$ cat config.mk
export PLATFORM = sky130hd
export DESIGN_NAME = gpio_regbank
export DESIGN_NICKNAME = d
export VERILOG_FILES = /design/src/rtl/gpio_rb_pkg.sv /design/src/rtl/gpio_rb_sync.sv /design/src/rtl/gpio_rb_bank.sv /design/src/rtl/gpio_regbank.sv
export SDC_FILE = /design/constraint.sdc
export NUM_CORES = 2
export LEC_CHECK = 0
export ABC_AREA = 1
export BUFFER_PORTS_ARGS = -buffer_cell sky130_fd_sc_hd__buf_2
export CAP_MARGIN = 20
export CORE_ASPECT_RATIO = 1.4
export CORE_UTILIZATION = 45
export DETAILED_ROUTE_END_ITERATION = 10
export REMOVE_ABC_BUFFERS = 1
export SLEW_MARGIN = 25
export SYNTH_ARGS = -nofsm -noshare
export SYNTH_HDL_FRONTEND = slang
export SYNTH_SLANG_ARGS = --single-unit
$ cat constraint.sdc
create_clock -name clk -period 2.5 [get_ports clk]
set_input_delay 0.25 -clock clk [delete_from_list [all_inputs] [get_ports clk]]
set_output_delay 0.25 -clock clk [all_outputs]
set_load 0.005 [all_outputs]
$ cat src/rtl/gpio_rb_pkg.sv
package gpio_rb_pkg;
  localparam int NBANK      = 4;
  localparam int PINS_PER   = 32;
  localparam int NPIN       = NBANK * PINS_PER;
  localparam int ADDR_W     = 12;
  localparam int DATA_W     = PINS_PER;
  localparam int BANK_W     = $clog2(NBANK);
  localparam int WINDOW     = 'h200;
  localparam int HIGH_STEP  = 'h100;
  localparam logic [DATA_W-1:0] CLR_READ_VAL = 32'd31337;

  localparam int OFS_LEVEL  = 'h000;
  localparam int OFS_DIR    = 'h00C;
  localparam int OFS_SET    = 'h018;
  localparam int OFS_CLR    = 'h024;
  localparam int OFS_ALT    = 'h054;

  typedef enum logic [2:0] {
    RK_NONE, RK_LEVEL, RK_DIR, RK_SET, RK_CLR, RK_ALT_LO, RK_ALT_HI
  } reg_kind_e;

  typedef struct packed {
    reg_kind_e         kind;
    logic [BANK_W-1:0] bank;
  } reg_sel_t;

  // The last bank of a grouped register kind lives HIGH_STEP above bank 0.
  function automatic int grp_off(input int b);
    return (b == NBANK - 1) ? HIGH_STEP : 4 * b;
  endfunction

  function automatic reg_sel_t decode(input logic [ADDR_W-1:0] addr);
    reg_sel_t s;
    int wa;
    s.kind = RK_NONE;
    s.bank = '0;
    wa = int'({addr[ADDR_W-1:2], 2'b00});
    if (wa < WINDOW) begin
      for (int b = 0; b < NBANK; b++) begin
        if (wa == OFS_LEVEL + grp_off(b)) begin s.kind = RK_LEVEL;  s.bank = BANK_W'(b); end
        if (wa == OFS_DIR   + grp_off(b)) begin s.kind = RK_DIR;    s.bank = BANK_W'(b); end
        if (wa == OFS_SET   + grp_off(b)) begin s.kind = RK_SET;    s.bank = BANK_W'(b); end
        if (wa == OFS_CLR   + grp_off(b)) begin s.kind = RK_CLR;    s.bank = BANK_W'(b); end
        if (wa == OFS_ALT + 8 * b)        begin s.kind = RK_ALT_LO; s.bank = BANK_W'(b); end
        if (wa == OFS_ALT + 8 * b + 4)    begin s.kind = RK_ALT_HI; s.bank = BANK_W'(b); end
      end
    end
    return s;
  endfunction
endpackage

$ cat src/rtl/gpio_rb_sync.sv
module gpio_rb_sync #(
  parameter int WIDTH  = 32,
  parameter int STAGES = 2
) (
  input  logic             clk,
  input  logic             rst_n,
  input  logic [WIDTH-1:0] d_async,
  output logic [WIDTH-1:0] q_sync
);
  logic [WIDTH-1:0] stage_q [STAGES];

  always_ff @(posedge clk) begin
    if (!rst_n) begin
      for (int i = 0; i < STAGES; i++) stage_q[i] <= '0;
    end else begin
      stage_q[0] <= d_async;
      for (int i = 1; i < STAGES; i++) stage_q[i] <= stage_q[i-1];
    end
  end

  assign q_sync = stage_q[STAGES-1];
endmodule

$ cat src/rtl/gpio_rb_bank.sv
module gpio_rb_bank
  import gpio_rb_pkg::*;
(
  input  logic              clk,
  input  logic              rst_n,
  input  logic              wr_en,
  input  reg_kind_e         wr_kind,
  input  logic [DATA_W-1:0] wr_data,
  input  logic [DATA_W-1:0] in_sync,
  output logic [DATA_W-1:0] dir_q,
  output logic [DATA_W-1:0] latch_q,
  output logic [DATA_W-1:0] set_last_q,
  output logic [DATA_W-1:0] alt_lo_q,
  output logic [DATA_W-1:0] alt_hi_q,
  output logic [DATA_W-1:0] level
);
  always_ff @(posedge clk) begin
    if (!rst_n) begin
      dir_q      <= '0;
      latch_q    <= '0;
      set_last_q <= '0;
      alt_lo_q   <= '0;
      alt_hi_q   <= '0;
    end else if (wr_en) begin
      unique case (wr_kind)
        RK_DIR:    dir_q <= wr_data;
        RK_SET: begin
          latch_q    <= latch_q | wr_data;
          set_last_q <= wr_data;
        end
        RK_CLR:    latch_q  <= latch_q & ~wr_data;
        RK_ALT_LO: alt_lo_q <= wr_data;
        RK_ALT_HI: alt_hi_q <= wr_data;
        default: ;
      endcase
    end
  end

  assign level = (latch_q & dir_q) | (in_sync & ~dir_q);
endmodule

$ cat src/rtl/gpio_regbank.sv
module gpio_regbank
  import gpio_rb_pkg::*;
(
  input  logic              clk,
  input  logic              rst_n,
  input  logic              req_valid,
  output logic              req_ready,
  input  logic              req_write,
  input  logic [ADDR_W-1:0] req_addr,
  input  logic [DATA_W-1:0] req_wdata,
  output logic              rsp_valid,
  input  logic              rsp_ready,
  output logic [DATA_W-1:0] rsp_data,
  output logic              rd_notify,
  input  logic [NPIN-1:0]   pin_in,
  output logic [NPIN-1:0]   pin_out,
  output logic [NPIN-1:0]   pin_oe
);
  logic [NPIN-1:0]   pin_sync;
  reg_sel_t          sel;
  logic              accept;
  logic [DATA_W-1:0] rd_mux;

  logic [DATA_W-1:0] dir_b   [NBANK];
  logic [DATA_W-1:0] latch_b [NBANK];
  logic [DATA_W-1:0] setl_b  [NBANK];
  logic [DATA_W-1:0] altl_b  [NBANK];
  logic [DATA_W-1:0] alth_b  [NBANK];
  logic [DATA_W-1:0] lvl_b   [NBANK];

  gpio_rb_sync #(.WIDTH(NPIN), .STAGES(2)) u_sync (
    .clk(clk), .rst_n(rst_n), .d_async(pin_in), .q_sync(pin_sync)
  );

  assign sel       = decode(req_addr);
  assign req_ready = !rsp_valid || rsp_ready;
  assign accept    = req_valid && req_ready;

  for (genvar b = 0; b < NBANK; b++) begin : g_bank
    gpio_rb_bank u_bank (
      .clk       (clk),
      .rst_n     (rst_n),
      .wr_en     (accept && req_write && sel.bank == BANK_W'(b)),
      .wr_kind   (sel.kind),
      .wr_data   (req_wdata),
      .in_sync   (pin_sync[b*PINS_PER +: PINS_PER]),
      .dir_q     (dir_b[b]),
      .latch_q   (latch_b[b]),
      .set_last_q(setl_b[b]),
      .alt_lo_q  (altl_b[b]),
      .alt_hi_q  (alth_b[b]),
      .level     (lvl_b[b])
    );
    assign pin_oe [b*PINS_PER +: PINS_PER] = dir_b[b];
    assign pin_out[b*PINS_PER +: PINS_PER] = latch_b[b] & dir_b[b];
  end

  always_comb begin
    unique case (sel.kind)
      RK_LEVEL:  rd_mux = lvl_b[sel.bank];
      RK_DIR:    rd_mux = dir_b[sel.bank];
      RK_SET:    rd_mux = setl_b[sel.bank];
      RK_CLR:    rd_mux = CLR_READ_VAL;
      RK_ALT_LO: rd_mux = altl_b[sel.bank];
      RK_ALT_HI: rd_mux = alth_b[sel.bank];
      default:   rd_mux = '0;
    endcase
  end

  always_ff @(posedge clk) begin
    if (!rst_n) begin
      rsp_valid <= 1'b0;
      rsp_data  <= '0;
      rd_notify <= 1'b0;
    end else begin
      rd_notify <= 1'b0;
      if (accept && !req_write) begin
        rsp_valid <= 1'b1;
        rsp_data  <= rd_mux;
        rd_notify <= (sel.kind == RK_LEVEL);
      end else if (rsp_ready) begin
        rsp_valid <= 1'b0;
      end
    end
  end
endmodule

; ---- Word-level counts from Yosys, hierarchy flattened
; Memories as Yosys holds them, arrays and structs flattened.
; Cells that the tools add are included.
[word_totals]
reg_bits = 674
ram_bits = 256
inputBits = 177
elab_cells = 172
memories = 1
[op_classes]
order_cmp = 2
eq_ne = 32
mux = 51
n_bitwise = 28
n_reduce_logical = 35
[memory_table]
columns = name, depth, word_bits, rd, rd_clocked_by_memory_dff, wr, line_no
row1 = u_sync.stage_q, 2, 128, 2, 0, 2, gpio_rb_sync.sv:10  ; logic [WIDTH-1:0] stage_q [STAGES];
[ops]
columns = op, count
row1 = 32-bit bitwise AND, 12
row2 = 32-bit binary-select mux with 2-bit select, 5
row3 = 32-bit 2-to-1 mux, 10
row4 = 128-bit 2-to-1 mux, 2
row5 = 32-bit OR, 8
row6 = 32-bit case mux with 2 select lines, 4
row7 = 32-bit case mux with 6 select lines, 1
row8 = 32-bit NOT, 5
row9 = 5-bit 2-to-1 mux, 24
row10 = "10-bit by 6-bit == test with 1-bit output, second input constant", 8
row11 = 2-bit AND reduction, 21
row12 = "10-bit by 4-bit == test with 1-bit output, second input constant", 4
row13 = "10-bit by 5-bit == test with 1-bit output, second input constant", 4
row14 = "10-bit by 8-bit == test with 1-bit output, second input constant", 4
row15 = "10-bit by 3-bit == test with 1-bit output, second input constant", 2
row16 = "12-bit by 10-bit less-than comparator with 1-bit output, second input constant", 1
row17 = "10-bit by 2-bit == test with 1-bit output, second input constant", 1
row18 = 10-bit logical NOT, 1
row19 = "3-bit == test, second input constant", 3
row20 = 1-bit logical AND, 7
row21 = "3-bit by 2-bit == test with 1-bit output, second input constant", 2
row22 = "2-bit == test, second input constant", 2
row23 = 1-bit 2-to-1 mux, 4
row24 = 2-bit nonzero test, 2
row25 = other kinds (9), 11

; ---- Depth between registers and ports, before layout
[depth]
depth_word = 31
depth_mapped = 19
ltp_nobuf = 18

; ---- Hierarchy
; Synthesis repeated with hierarchy kept, for this count alone.
[unflattened]
cells_unflattened = 5671
hier_area_um2 = 40272.4
[modules_own_cells]
columns = module, instances, cells_each, area_each_um2, seq_area_each_um2
row1 = gpio_rb_bank, 4, 737, 5926.9, 3203.1
row2 = gpio_regbank, 1, 1799, 8366.8, 680.7
row3 = gpio_rb_sync, 1, 924, 8197.9, 5124.9

; ---- Worst setup path before layout
; OpenSTA, ideal clock, no wires.
[synth_path]
path_kind = input-to-reg
from = input port req_addr[9]
to = register (tool-made name)
setup_ns = 0.128
arrival_ns = 2.232
required_ns = 2.372
path_slack_ns = 0.140
path_stages = 17
n_path_buf = 3
cell_sequence = nor2_1 nand2_1 nor2_1 buf_2 nand2_1 nand3_1 inv_1 nand4_1 inv_1 nor2_1 nand2_1 nand2_1 buf_2 buf_2 nand3_1 a21oi_1 nor2_1
[synth_rtl]
columns = element, line_no
row1 = from (decl), gpio_regbank.sv:9  ; input logic [ADDR_W-1:0] req_addr,

; ---- Worst setup path in the final report
[layout_path]
from = register rsp_valid
to = register g_bank[3].u_bank.alt_lo_q[18]
[layout_between]
elab_chain_len = 6
[layout_lines]
columns = element, line_no
row1 = from (decl), gpio_regbank.sv:11  ; output logic rsp_valid,
row2 = from (signal assigned), gpio_regbank.sv:72  ; rsp_valid <= 1'b0;
row3 = from (signal assigned), gpio_regbank.sv:78  ; rsp_valid <= 1'b1;
row4 = from (signal assigned), gpio_regbank.sv:82  ; rsp_valid <= 1'b0;
row5 = 1-bit logical NOT, gpio_regbank.sv:36  ; assign req_ready = !rsp_valid || rsp_ready;
row6 = 1-bit logical OR, gpio_regbank.sv:36
row7 = 1-bit logical AND, gpio_regbank.sv:37  ; assign accept = req_valid && req_ready;
row8 = 1-bit logical AND (2 in series), gpio_regbank.sv:43  ; .wr_en (accept && req_write && sel.bank == BANK_W'(b)),
row9 = 2-bit AND reduction (no source line), n/a
row10 = to (signal assigned), gpio_rb_bank.sv:32  ; RK_ALT_LO: alt_lo_q <= wr_data;
row11 = to (decl), gpio_rb_bank.sv:13  ; output logic [DATA_W-1:0] alt_lo_q,
; Every way passes these cells.
; A chain may end at the register's enable or synchronous reset.

==> results.py <==
metrics = {
    "synthesis": {
        "yosys.area_share.simple_pct": 20.8,
        "synth_compound_area_share_pct": 18.8,
        "yosys.area_share.xor_xnor_pct": 0,
        "async_flop_share_pct": 0,
        "synth-seq-cells": 930,
        "yosys.area.top_type": "dfxtp_1",
        "synth_edf_count": 0,
        "postSynthCellCount": 5473,
        "synth.area.top_cells": "dfxtp_1 48%, nand2_1 11%, a21oi_1 9.2%, inv_1 7.9%, o21ai_0 5.6%",
        "syn_area_sq_um": 38600,
        "synthAdderAreaFrac_pct": 0,
        "synth_top_family_by_area": "simple AND/OR/NAND/NOR gates",
        "ys_seq_area_share_pct": 48.3,
        "syn_area_per_cell_sq_um": 7.05,
        "synth_mux_area_share_pct": 0,
        "synth_cell_type_count": 32,
        "ys.flop_type": "dfxtp_1",
        "synth_warnings": 0,
        "netlist.area_leader.share_pct": 48.3,
    },
    "setup_path": {
        "path_max_fanout": 34,
        "cp-start-kind": "flop",
        "required_ps": 3040,
        "worstPathArrival_ps": 2880,
        "cp.buffers_inverters": 5,
        "crit_family": "buffers and inverters",
        "cp.depth": 12,
        "cp-end-kind": "flop",
        "reg2reg_depth": 12,
        "slowest_stage": "nor2_1",
        "path_class": "flop to flop",
        "critical-path-max-stage-delay_ps": 360,
        "cp_cell_sequence": "inv_1 -> nor2_1 -> inv_1 -> nand2_1 -> nor2_1 -> inv_2 -> nor2_4 -> buf_4 -> nand2_4 -> buf_12 -> o21ai_0 -> a21oi_1",
    },
    "routing": {
        "via_count": 37600,
        "post_drt_via_cell_ratio": 5.21,
        "drc": 0,
        "wl_um": 135000,
        "ant_nets": 0,
        "firstDrtPassIters": 7,
        "routedWlPerCell_um": 18.7,
        "drt_iter0_drc": 3016,
    },
    "pwr": {
        "clockPowerShare_pct": 47.3,
        "swShare_pct": 22.5,
        "p_int_mw": 24.3,
        "total_power_mw": 31.4,
        "power_frac_seq_pct": 48.0,
        "p_comb_share_pct": 4.7,
        "leakagePower_nw": 23.0,
        "p_switching_mw": 7.05,
        "ir_drop_uv": 602,
        "p_per_area_nw_per_um2": 641,
    },
    "clock_network": {
        "clk_path_buf_depth": 3,
        "cts_tree": "yes",
        "clockRootBuffer": "clkbuf_16",
        "clock_latency_ps": 670,
        "cts_made_buffers": 93,
        "numClockSinks": 930,
        "path_clk_slew_ps": 60,
        "htreeDepth": 3,
    },
    "min_path": {
        "min_path_type": "input pin to flop",
        "hold_path_depth": 3,
    },
    "timing": {
        "fin_setup_tns_ps": 0,
        "hold_viol": 0,
        "worstMarginPinSlew_ps": 729,
        "fin_crit_sh_pct": 93.5,
        "relSlewSlack_pct": 51.4,
        "fmax_mhz": 428,
        "fin_crit_ps": 2340,
        "finalSetupViolCount": 0,
        "fin_skew_ps": 22.9,
        "rsz0062_at_grt": "no",
        "slew_viol_final": 0,
    },
    "run_status": {
        "outcome": "finished clean",
    },
    "final_layout": {
        "syn_to_final_growth_pct": 26.9,
        "drive_gt1_share_pct": 15.1,
        "n_antenna_cell": 0,
        "postLayoutCellArea_sq_um": 49000,
        "fin_nets": 6235,
    },
    "die": {
        "io_pins": 468,
        "dieArea_sq_um": 86900,
        "start_util_pct": 45.6,
        "rows": 126,
        "coreArea_sq_um": 84700,
        "die_w_um": 249,
        "dieHeight_um": 348,
    },
    "place": {
        "placed_area_sq_um": 44100,
        "place_congestion": 0.841,
        "dp.final_hpwl_um": 88000,
        "io_buffers": 465,
    },
    "global_route": {
        "grt_antenna_before_repair": 0,
        "track_usage_pct": 30.5,
        "grt_pass1_wl_um": 207000,
        "grt_max_degree": 163,
        "grt-ovfl-total": 0,
        "grt_pass1_vias": 35400,
    },
    "flow_run": {
        "drv_cap": 0,
    },
}
cell usage after synthesis (43+ instances only):
master	count
a211oi_1	46
a21oi_1	706
a22oi_1	63
buf_2	79
clkbuf_1	280
dfxtp_1	930
inv_1	815
nand2_1	1114
nand3_1	351
nor2_1	448
o21ai_0	430
o21ai_1	43
o22ai_1	45
power groups by stage:
stage | Clock [mW] | Sequential (mW) | Combinational (mW)
after detailed placement | 0 | 15.4 | 1.26
after CTS | 15.1 | 15.1 | 1.45
after global routing | 15.7 | 15.1 | 1.61
final | 14.8 | 15.1 | 1.46
after floorplan | 0 | 15.4 | 0.464
after global placement | 0 | 15.4 | 1.26
cell usage in the layout (no fill, tap or decap), drive strengths merged, types with 46 or more instances in the layout:
master       count
clkbuf         131
a22oi           63
nand3          352
a21oi          706
dlygate4sd3    154
nor2           453
a211oi          46
o21ai          473
buf            724
dfxtp          930
inv            825
nand2         1115
worst min-delay path, stage by stage:
cell     delay, ps
buf_2          210
nand3_1        120
a21oi_1         60
kinds of logic (layout without fill, tap and decap cells):
family                 after synthesis  in the layout
AO/OA/AOI/OAI                     1363           1363
AND/OR/NAND/NOR                   1969           1969
flip-flops                         930            930
buffers and inverters             1211           1874
layer usage:
metal	part of all wire, %	track usage [%]
met1	43	39.4
met2	48	52.2
met3	6.5	4.09
met4	3.0	10.5
met5	0	0
cell type report:
cell class,instances,area [sq um]
clock buffers,131,2680
inverters,823,3100
multi-input cells,3332,15500
fillers,7983,35700
flip-flops and latches,930,18600
repair buffers,878,7160
clock inverters,42,553
well taps,1088,1360
metrics by stage:
stage	setup slack, ps	hold WS [ps]	instances	util, %
6_report	162	28.6	7224	57.8
5_1_grt	45.4	23.0	7224	57.8
4_1_cts	161	0.0805	7221	57.8
3_5_place_dp	-799	396	6894	52.2
3_3_place_gp	-840	392	6894	52.2
2_1_floorplan	-4960	343	5085	-
final timing paths:
path | start | to | slack [ps]
max reg2reg | rsp_valid$_SDFFE_PN0P_ | g_bank[3].u_bank.alt_lo_q[18]$_SDFFE_PN0P_ | 160
max | rsp_valid$_SDFFE_PN0P_ | g_bank[3].u_bank.alt_lo_q[18]$_SDFFE_PN0P_ | 160
min reg2reg | u_sync.stage_q[0][27]$_SDFF_PN0_ | u_sync.stage_q[0][155]$_SDFF_PN0_ | 410
min | req_wdata[17] | g_bank[1].u_bank.dir_q[17]$_SDFFE_PN0P_ | 30
what timing repair did:
item | in CTS | in global routing
endpoints found under the setup margin | 182 | 81
hold buffers | 154 | 0
resized for setup | 1 | 3
pin swaps | 0 | 1
hold endpoints to repair | 162 | 0
setup buffers | 0 | 3
(Power assumes the default switching activity.)
